==> config.mk <==
export PLATFORM = sky130hd
export DESIGN_NAME = join_adder
export DESIGN_NICKNAME = d
export VERILOG_FILES = /design/src/rtl/join_adder.sv
export SDC_FILE = /design/constraint.sdc
export NUM_CORES = 1
export LEC_CHECK = 0
export ABC_AREA = 1
export ABC_CLOCK_PERIOD_IN_PS = 1500
export BUFFER_PORTS_ARGS = -buffer_cell sky130_fd_sc_hd__buf_2
export CAP_MARGIN = 20
export CELL_PAD_IN_SITES_DETAIL_PLACEMENT = 1
export CELL_PAD_IN_SITES_GLOBAL_PLACEMENT = 2
export CORE_MARGIN = 8
export CORE_UTILIZATION = 25
export CTS_CLUSTER_SIZE = 16
export DETAILED_ROUTE_END_ITERATION = 10
export GPL_ROUTABILITY_DRIVEN = 0
export HOLD_SLACK_MARGIN = 0.15
export PLACE_DENSITY_LB_ADDON = 0.1
export SLEW_MARGIN = 10
export SYNTH_ARGS = -nofsm -noshare
export SYNTH_HDL_FRONTEND = slang
export SYNTH_SLANG_ARGS = --single-unit
==> constraint.sdc <==
create_clock -name clk -period 1.5 [get_ports clk]
set_clock_uncertainty 0.15 [all_clocks]
set_input_delay 0.075 -clock clk [delete_from_list [all_inputs] [get_ports clk]]
set_output_delay 0.075 -clock clk [all_outputs]
set_load 0.005 [all_outputs]
==> src/rtl/join_adder.sv <==
module join_adder #(
  parameter int OPW = 16
) (
  input  logic           clk,
  input  logic           rst,
  input  logic           lhs_valid,
  output logic           lhs_ready,
  input  logic [OPW-1:0] lhs_data,
  input  logic           rhs_valid,
  output logic           rhs_ready,
  input  logic [OPW-1:0] rhs_data,
  output logic           sum_valid,
  input  logic           sum_ready,
  output logic [OPW:0]   sum_data
);
  logic [OPW-1:0] lhs_q, rhs_q;
  logic           lhs_full, rhs_full;
  logic           lhs_take, rhs_take, sum_take;

  assign lhs_ready = !lhs_full;
  assign rhs_ready = !rhs_full;
  assign lhs_take  = lhs_valid && lhs_ready;
  assign rhs_take  = rhs_valid && rhs_ready;
  assign sum_valid = lhs_full && rhs_full;
  assign sum_take  = sum_valid && sum_ready;
  assign sum_data  = {1'b0, lhs_q} + {1'b0, rhs_q};

  always_ff @(posedge clk) begin
    if (rst) begin
      lhs_full <= 1'b0;
      lhs_q    <= '0;
    end else if (lhs_take) begin
      lhs_full <= 1'b1;
      lhs_q    <= lhs_data;
    end else if (sum_take) begin
      lhs_full <= 1'b0;
    end
  end

  always_ff @(posedge clk) begin
    if (rst) begin
      rhs_full <= 1'b0;
      rhs_q    <= '0;
    end else if (rhs_take) begin
      rhs_full <= 1'b1;
      rhs_q    <= rhs_data;
    end else if (sum_take) begin
      rhs_full <= 1'b0;
    end
  end
endmodule

Word-level counts from Yosys, hierarchy flattened

Index checks and enable logic that the tools add are counted.

Output and inout bits: 20
Register bits after elaboration: 34

$add $sub $neg: 1
Multiplexer cells: 3
Reduce and logical (&&, ||, !) cells: 8

Operators by type and width:

| kind              | number |
|---|---|
| $add 16x16->17    | 1 |
| $logic_and 1x1->1 | 4 |
| $reduce_bool 2->1 | 2 |
| $mux 1            | 3 |
| $logic_not 1->1   | 2 |

Logic depth before layout (Yosys ltp)

Gate-level depths: netlist (run 1).

Word-level depth: 4
Depth in mapped cells: 10
Depth with buffers taken out: 10

Worst setup path before layout (run 1)

OpenSTA, ideal clock, no wires.

Path kind: register -> output
Start point: register lhs_q[0]
End point: output sum_data[8]
Stages on the path, launching flop included: 9
Setup slack: -133 ps
Data arrival time: 1408 ps
Required time: 1275 ps
Path through: dfxtp_1 -> ha_1 -> fa_1 -> nand2_1 -> nand2_1 -> and2_4 -> nand2_1 -> nand2_1 -> xor2_1

Word-level cells in the longest chain between the ends: 1

Ends and longest elaborated chain:

| item                   | RTL line | text |
|---|---|---|
| start, declared        | 16       | `logic [OPW-1:0] lhs_q, rhs_q;` |
| start signal, assigned | 34       | `lhs_q <= lhs_data;` |
| $add 16x16->17         | 26       | `assign sum_data = {1'b0, lhs_q} + {1'b0, rhs_q};` |
| end, declared          | 14       | `output logic [OPW:0] sum_data` |

Every way passes these cells.

Worst setup path in the final report (run 1)

Start point: register rhs_q[0]
End point: output sum_data[8]

Word-level cells in the longest chain between the ends: 1

Ends and longest elaborated chain:

| item                   | RTL line | text |
|---|---|---|
| start, declared        | 16       |  |
| start signal, assigned | 46       | `rhs_q <= rhs_data;` |
| $add 16x16->17         | 26       |  |

Every way passes these cells.

==> impl_summary.log, run 1 <==
INFO  metric multi_input_comb_area = roughly 0.0016 mm^2
INFO  metric p_comb_share = 35.3%
INFO  metric register_area = about 720 um^2
INFO  metric xor_and_xnor_area_share_after_synthesis = 2.82%
INFO  metric effective_utilization_at_floorplan = 25.3%
INFO  metric maxCapViolations = 0
INFO  metric synth.yosys.warnings = 0
INFO  metric min_path_type = register to register
INFO  metric startpoint_of_the_most_critical_setup_path = rhs_q[0]
INFO  metric place.detailed.hpwl = about 5.4 mm
INFO  metric die_height = roughly 110 um
INFO  metric detail_route.first_pass.iterations = 4
INFO  metric drt_iter0_markers = 67
INFO  metric synth-compound-area-share = 9.96%
INFO  metric yosys.area_share.adder = between 10% and 20%
INFO  metric groute.layer.met3.usage = 2.66%
INFO  metric clk_path_buf_depth = 2
INFO  metric run_status = finished, violations left
INFO  metric setup_viol = 16
INFO  metric max_slew.worst_pin.slew = approximately 0.3 ns
INFO  metric crit-reg2reg-launch = lhs_full
INFO  metric groute.usage.overall = between 10 and 15%
INFO  metric synth.ff_latch_count = 34
INFO  metric dp.cells = between 500 and 600
INFO  metric synth.yosys.seq_area_share = 31.3%
INFO  metric layout.cells.most_common = nor2_1
INFO  metric rsz0062_at_grt = yes
INFO  metric synthMuxAreaShare = 0%
INFO  metric setup_slack_after_layout = -0.542 ns
INFO  metric worst_setup_hold_path_clk_slew = roughly 0.070 ns
INFO  metric cells_along_the_critical_path = ha_4, fa_2, nand2_1, nand2_1, and2_4, nand2_1, nand2_1, xor2_1, buf_2
INFO  metric hp-start = lhs_full
INFO  metric timing.final.crit_share = 136%
INFO  metric max-vdd-ir-drop = roughly 0.71 mV
INFO  metric fillers = about 1100
INFO  metric pre_cts_slack = -0.286 ns
INFO  metric setup.worst_path.class = register to output port
INFO  metric timing.max_slew.rel_slack = approximately four fifths
INFO  metric totalNegativeSetupSlack = -6.53 ns
INFO  metric chipWidth = roughly 110 um
INFO  metric pin_count_of_the_biggest_net_entering_global_routing = 34
INFO  metric critPathLaunchType = register
INFO  metric finalWorstPathRequiredPeriod = ~2.0 ns
INFO  metric crit_arrival = between 1.5 and 2 ns
INFO  metric detail_route_antenna_nets = 0
INFO  metric drive_above_1_share = 39.1%
INFO  metric synth_area = 0.00217 mm^2
INFO  metric met1_usage = between 10% and 20%
INFO  metric io_buffers = 56
INFO  metric first_pass_grt_wire_length = roughly 12 mm
INFO  metric grt_util_met2 = 20.9%
INFO  metric synth_area_in_simple_gates = ~36%
INFO  metric p_leak = about 1.8 nW
INFO  metric core_area = ~0.0086 mm^2
INFO  metric antenna_violations_before_repair = 0
INFO  metric numClockSinks = 34
INFO  metric grt_busiest_layer = met2
INFO  metric intPower = about 1.9 mW
INFO  metric p_total = between 2 and 3 mW
INFO  metric post_layout_nonfiller_instances = 568
INFO  metric cts-htree-levels = 2
INFO  metric postSynthCellCount = 336
INFO  metric yosys.cell_types.count = 28
INFO  metric achievable-frequency = just under 500 MHz
INFO  metric slew_violations = 0
INFO  metric syn-num-nets = about 400
INFO  metric sequentialPowerShare = between 30% and 40%
INFO  metric std_cell_rows = 34
INFO  metric grt.overflow.total = 0
INFO  metric tritoncts = done
INFO  metric worstSetupEndpointType = output port
INFO  metric cts_inserted_buffers = 5
INFO  metric crit_path_max_incr_delay = between 0.3 and 0.4 ns
INFO  metric power_per_unit_of_standard_cell_area = approximately 770 mW/mm^2
INFO  metric root_buffer = clkbuf_8
INFO  metric whs = 0.367 ns
INFO  metric later_pin_clock_latency_in_the_skew_report = ~0.28 ns
INFO  metric fin_nets = about 500
INFO  metric route.vias.total = 2405
INFO  metric clock_power_share = 25.6%
INFO  metric route.detailed.drc = 0
INFO  metric post_drt_wl_per_cell = between 10 and 15 um
INFO  metric hold_viol = 0
INFO  metric timing.critical_path.fanout_max = 3
INFO  metric route.final.wire_length = ~7.3 mm
INFO  metric flow.area_growth_from_synthesis = 63.5%
INFO  metric via_count_of_the_first_global_routing_pass = around 2600
INFO  metric timing.critical_path.slowest_stage_cell = dfxtp_2
INFO  metric worstPathRequired = ~1.3 ns
INFO  metric failed_checks = negative setup slack
INFO  metric n_diodes = 0
INFO  metric p_switching = ~0.86 mW
INFO  metric die_area = 0.0119 mm^2
INFO  metric most_frequent_cells_in_the_layout = nor2_1, nand2_1, buf_2
INFO  metric vias_per_cell = about 4.2
INFO  metric power_switching_share = between 30% and 40%
INFO  metric critical-path-top-cell-by-count = nand2_1
INFO  metric avgSynthCellArea = 6.47 um^2
INFO  metric dominant_combinational_cell_family_by_area_after_synthesis = simple AND/OR/NAND/NOR gates
INFO  metric ios = 57
path summary, 6_finish.rpt:
| check | to | slack [ns] | cells past startpoint |
|---|---|---|---|
| max | sum_data[8] | -0.54 | 9 |
| min | lhs_full | 0.37 | 2 |
| max reg2reg | lhs_q[0] | 0.29 | 5 |
| min reg2reg | lhs_full | 0.37 | 2 |
power by group through the flow:
stage	clock, mW	combinational (mW)	sequential (mW)
3_5_place_dp	0	0.774	1.05
5_1_grt	0.771	1.09	1.08
3_3_place_gp	0	0.771	1.05
6_report	0.701	0.965	1.07
2_1_floorplan	0	0.419	1.03
4_1_cts	0.726	0.959	1.07
cell usage after synthesis (all sizes together):
master	instances	share of area [%]
a21oi	9	2.2
and2	1	0.40
buf	4	1.2
clkbuf	3	0.52
dfxtp	34	31
fa	1	0.92
ha	16	9.2
inv	46	7.9
nand2	88	16
nand3	9	2.5
nand3b	2	0.69
nand4	1	0.29
nor2	76	14
nor3	4	1.6
o21ai	32	7.4
o21bai	1	0.35
or2	2	0.58
xnor2	1	0.40
xor2	6	2.4
cell families after synthesis:
family / after synthesis
fa+ha+maj: 17
xor+xnor: 7
flops: 34
simple gates: 183
compound gates: 42
buf+inv: 53
routing by layer:
| layer | routed length (um) | vias up |
|---|---|---|
| li1 | - | 1282 |
| met1 | 3690 | 1080 |
| met2 | 3260 | 39 |
| met3 | 255 | 4 |
| met4 | 58 | 0 |
| met5 | 0 | - |
registers in the layout (all words and copies together) (netlist names):
signal,cells
rhs_full,1
lhs_full,1
lhs_q,16
rhs_q,16
metrics by stage:
stage          util, %  instance area [um^2]
6_report          41.4                  3550
5_1_grt           41.4                  3550
4_1_cts           40.7                  3490
3_5_place_dp      32.1                  2760
3_3_place_gp      32.1                  2760
2_1_floorplan        -                  2190
critical path, delay by kind of cell, from the launching register on:
kind	cells	cell delay [ns]
buffers and inverters	1	0.14
adder cells (fa/ha/maj)	2	0.50
AND/OR/NAND/NOR	5	0.40
XOR/XNOR	1	0.15
flip-flops	1	0.34
timing repair:
action                                  CTS  global route
buffers inserted                          5             3
hold endpoints to repair                 34             0
pin swaps                                10            12
endpoints found under the setup margin   32            16
resized for setup                        53            18
hold buffers                             36             0
area by class of cell:
| type | count | share of cell area, % |
|---|---|---|
| clock inverter | 1 | 0.141 |
| timing repair buffer | 123 | 24.8 |
| multi-input combinational | 249 | 43.7 |
| tap | 108 | 3.80 |
| inverter | 46 | 4.96 |
| clock buffer | 7 | 2.43 |
| sequential | 34 | 20.2 |
(Power assumes the default switching activity.)
==> run 2: changes to the inputs <==
Settings changed: CELL_PAD_IN_SITES_GLOBAL_PLACEMENT 2 to 1, CORE_UTILIZATION 25 to 33.
==> run 2 against run 1 <==
Against the previous run: the flow still finishes with violations (negative setup slack); critical path depth grew 2; via count is 2.3% higher; cell count shrank 6.0%; first-iteration DRC count decreased by 33%; core utilization grew 14 points; die area is 21% lower; worst setup slack got worse by 0.0030 ns; power shrank 1.3%; register-to-register slack barely moved; sequential cell count is the same; sequential share of layout area grew 0.071 points; cell area decreased by 0.35%.
==> impl_summary.log, run 2 (same netlist as run 1, synthesis figures left out) <==
INFO  metric via_count_of_the_first_global_routing_pass = 2691 (+3.3%)
INFO  metric slew_violations = 0 (unchanged)
INFO  metric cts_inserted_buffers = 5 (unchanged)
INFO  metric critPathLaunchType = register
INFO  metric detail_route_antenna_nets = 0 (unchanged)
INFO  metric max_slew.worst_pin.slew = 0.294 ns (-0.00704 ns)
INFO  metric most_frequent_cells_in_the_layout = nor2_1, buf_2, nand2_1
INFO  metric tritoncts = done
INFO  metric startpoint_of_the_most_critical_setup_path = rhs_q[0]
INFO  metric route.final.wire_length = 7.43 mm (+2.3%)
INFO  metric setup_slack_after_layout = -0.545 ns (-0.00303 ns)
INFO  metric crit-reg2reg-launch = rhs_full
INFO  metric power_per_unit_of_standard_cell_area = 763 mW/mm^2 (-0.92%)
INFO  metric run_status = finished, violations left
INFO  metric grt.overflow.total = 0 (unchanged)
INFO  metric worst_r2r_endpoint = rhs_q[1]
INFO  metric pin_count_of_the_biggest_net_entering_global_routing = 34 (unchanged)
INFO  metric later_pin_clock_latency_in_the_skew_report = 0.28 ns (about the same)
INFO  metric crit_arrival = 1.82 ns (about the same)
INFO  metric cts-htree-levels = 2 (unchanged)
INFO  metric setup_viol = 16 (unchanged)
INFO  metric io_buffers = 56 (unchanged)
INFO  metric failed_checks = negative setup slack
INFO  metric antenna_violations_before_repair = 0 (unchanged)
INFO  metric std_cell_rows = 29 (-15%)
INFO  metric achievable-frequency = 489 MHz (-0.15%)
INFO  metric drt_iter0_markers = 45 (-33%)
INFO  metric timing.critical_path.fanout_max = 3 (unchanged)
INFO  metric fin_nets = 511 (-0.39%)
INFO  metric die_height = 97.2 um (-11%)
INFO  metric die_area = 0.00944 mm^2 (-21%)
INFO  metric ios = 57 (unchanged)
INFO  metric timing.final.crit_share = 136% (+0.20 points)
INFO  metric layout.cells.most_common = nor2_1
INFO  metric p_leak = 1.79 nW (-0.33%)
INFO  metric route.vias.total = 2461 (+2.3%)
INFO  metric maxCapViolations = 0 (unchanged)
INFO  metric dp.cells = 488 (-5.8%)
INFO  metric route.detailed.drc = 0 (unchanged)
INFO  metric min_path_type = register to register
INFO  metric clk_path_buf_depth = 2 (unchanged)
INFO  metric biggestRegsByFlops = lhs_q x16, rhs_q x16
INFO  metric finish.utilization = 55.8% (+14 points)
INFO  metric critical_path_destination = sum_data[10]
INFO  metric worstSetupEndpointType = output port
INFO  metric detail_route.first_pass.iterations = 4 (unchanged)
INFO  metric vias_per_cell = 4.61 (+8.8%)
INFO  metric groute.usage.overall = 15.7% (+2.8 points)
INFO  metric root_buffer = clkbuf_8
INFO  metric worstPathRequired = 1.27 ns (about the same)
INFO  metric whs = 0.364 ns (-0.00319 ns)
INFO  metric drive_above_1_share = 40.0% (+0.91 points)
INFO  metric effective_utilization_at_floorplan = 34.2% (+8.9 points)
INFO  metric ff2ff_path_depth = 4 (-1)
INFO  metric post_layout_nonfiller_instances = 534 (-6.0%)
INFO  metric core_area = 0.00635 mm^2 (-26%)
INFO  metric numClockSinks = 34 (unchanged)
INFO  metric first_pass_grt_wire_length = 12.6 mm (+2.5%)
INFO  metric hold_viol = 0 (unchanged)
INFO  metric chipWidth = 97.2 um (-11%)
INFO  metric post_drt_wl_per_cell = 13.9 um (+8.8%)
INFO  metric rsz0062_at_grt = yes
INFO  metric timing.max_slew.rel_slack = 80.4% (+0.47 points)
INFO  metric flow.area_growth_from_synthesis = 62.9%
INFO  metric setup.worst_path.class = register to output port
INFO  metric place.detailed.hpwl = 5.22 mm (-4.0%)
INFO  metric worst_setup_hold_path_clk_slew = 0.07 ns (about the same)
INFO  metric max-vdd-ir-drop = 0.499 mV (-30%)
INFO  metric n_diodes = 0 (unchanged)
INFO  metric worst_reg2reg_setup_slack = 0.29 ns (about the same)
INFO  metric finalWorstPathRequiredPeriod = 2.04 ns (+0.00303 ns)
==> run 2: report_power, final <==
group | total [mW] | internal, mW | switching, mW
Combinational | 0.999 | 0.525 | 0.474
Sequential | 1.07 | 0.986 | 0.0822
Clock | 0.633 | 0.319 | 0.314
Total | 2.70 | 1.83 | 0.870
==> run 2: how the worst min path moves through the flow <==
stage | from | endpoint | slack (ns) | cells past startpoint
2_1_floorplan | lhs_data[0] | lhs_q[0] | 0.06 | 2
3_3_place_gp | lhs_data[10] | lhs_q[10] | 0.14 | 3
3_5_place_dp | rhs_data[13] | rhs_q[13] | 0.15 | 3
4_1_cts | rhs_full | rhs_full | 0.37 | 2
5_1_grt | lhs_full | lhs_full | 0.40 | 2
6_report | rhs_full | rhs_full | 0.36 | 2
==> run 2: layout make-up <==
| cell class | count | area, um^2 |
|---|---|---|
| Timing Repair Buffer | 121 | 870 |
| Multi-Input combinational cell | 249 | 1610 |
| Tap cell | 77 | 96.3 |
| Sequential cell | 34 | 717 |
| Fill cell | 836 | 2810 |
| Clock buffer | 7 | 76.3 |
| Inverter | 46 | 173 |
==> run 2: worst max-delay path, stage by stage (launching register included) <==
cell	delay, ns
dfxtp_2	0.34
ha_4	0.16
fa_2	0.36
nand2_2	0.07
nand2_2	0.05
nand3b_1	0.09
nand2_2	0.09
nand2_1	0.09
nand2_1	0.06
nand2_1	0.06
nand2_1	0.05
buf_2	0.12
==> run 2: per-layer routing <==
metal	track usage [%]	vias up	routed length (um)
met2	27.3	35	3660
met4	3.20	0	47
li1	-	1277	-
met5	0	-	0
met1	19.5	1143	3510
met3	3.06	6	212
==> run 2: metrics by stage <==
| stage | instance area, um^2 | worst slack (ns) | total power, mW | setup TNS, ns |
|---|---|---|---|---|
| 2_1_floorplan | 2190 | -0.0551 | 1.45 | -0.196 |
| 3_3_place_gp | 2730 | -0.229 | 1.81 | -2.15 |
| 3_5_place_dp | 2730 | -0.264 | 1.82 | -2.53 |
| 4_1_cts | 3440 | -0.552 | 2.67 | -6.45 |
| 5_1_grt | 3540 | -0.704 | 2.88 | -8.05 |
| 6_report | 3540 | -0.545 | 2.70 | -6.41 |
==> run 2: timing repair <==
item                                    4_1_cts  5_1_grt
setup buffers                                 2        3
resized for setup                            56       28
pin swaps                                    14       20
hold buffers                                 36        0
endpoints found under the setup margin       16       16
hold endpoints to repair                     34        0
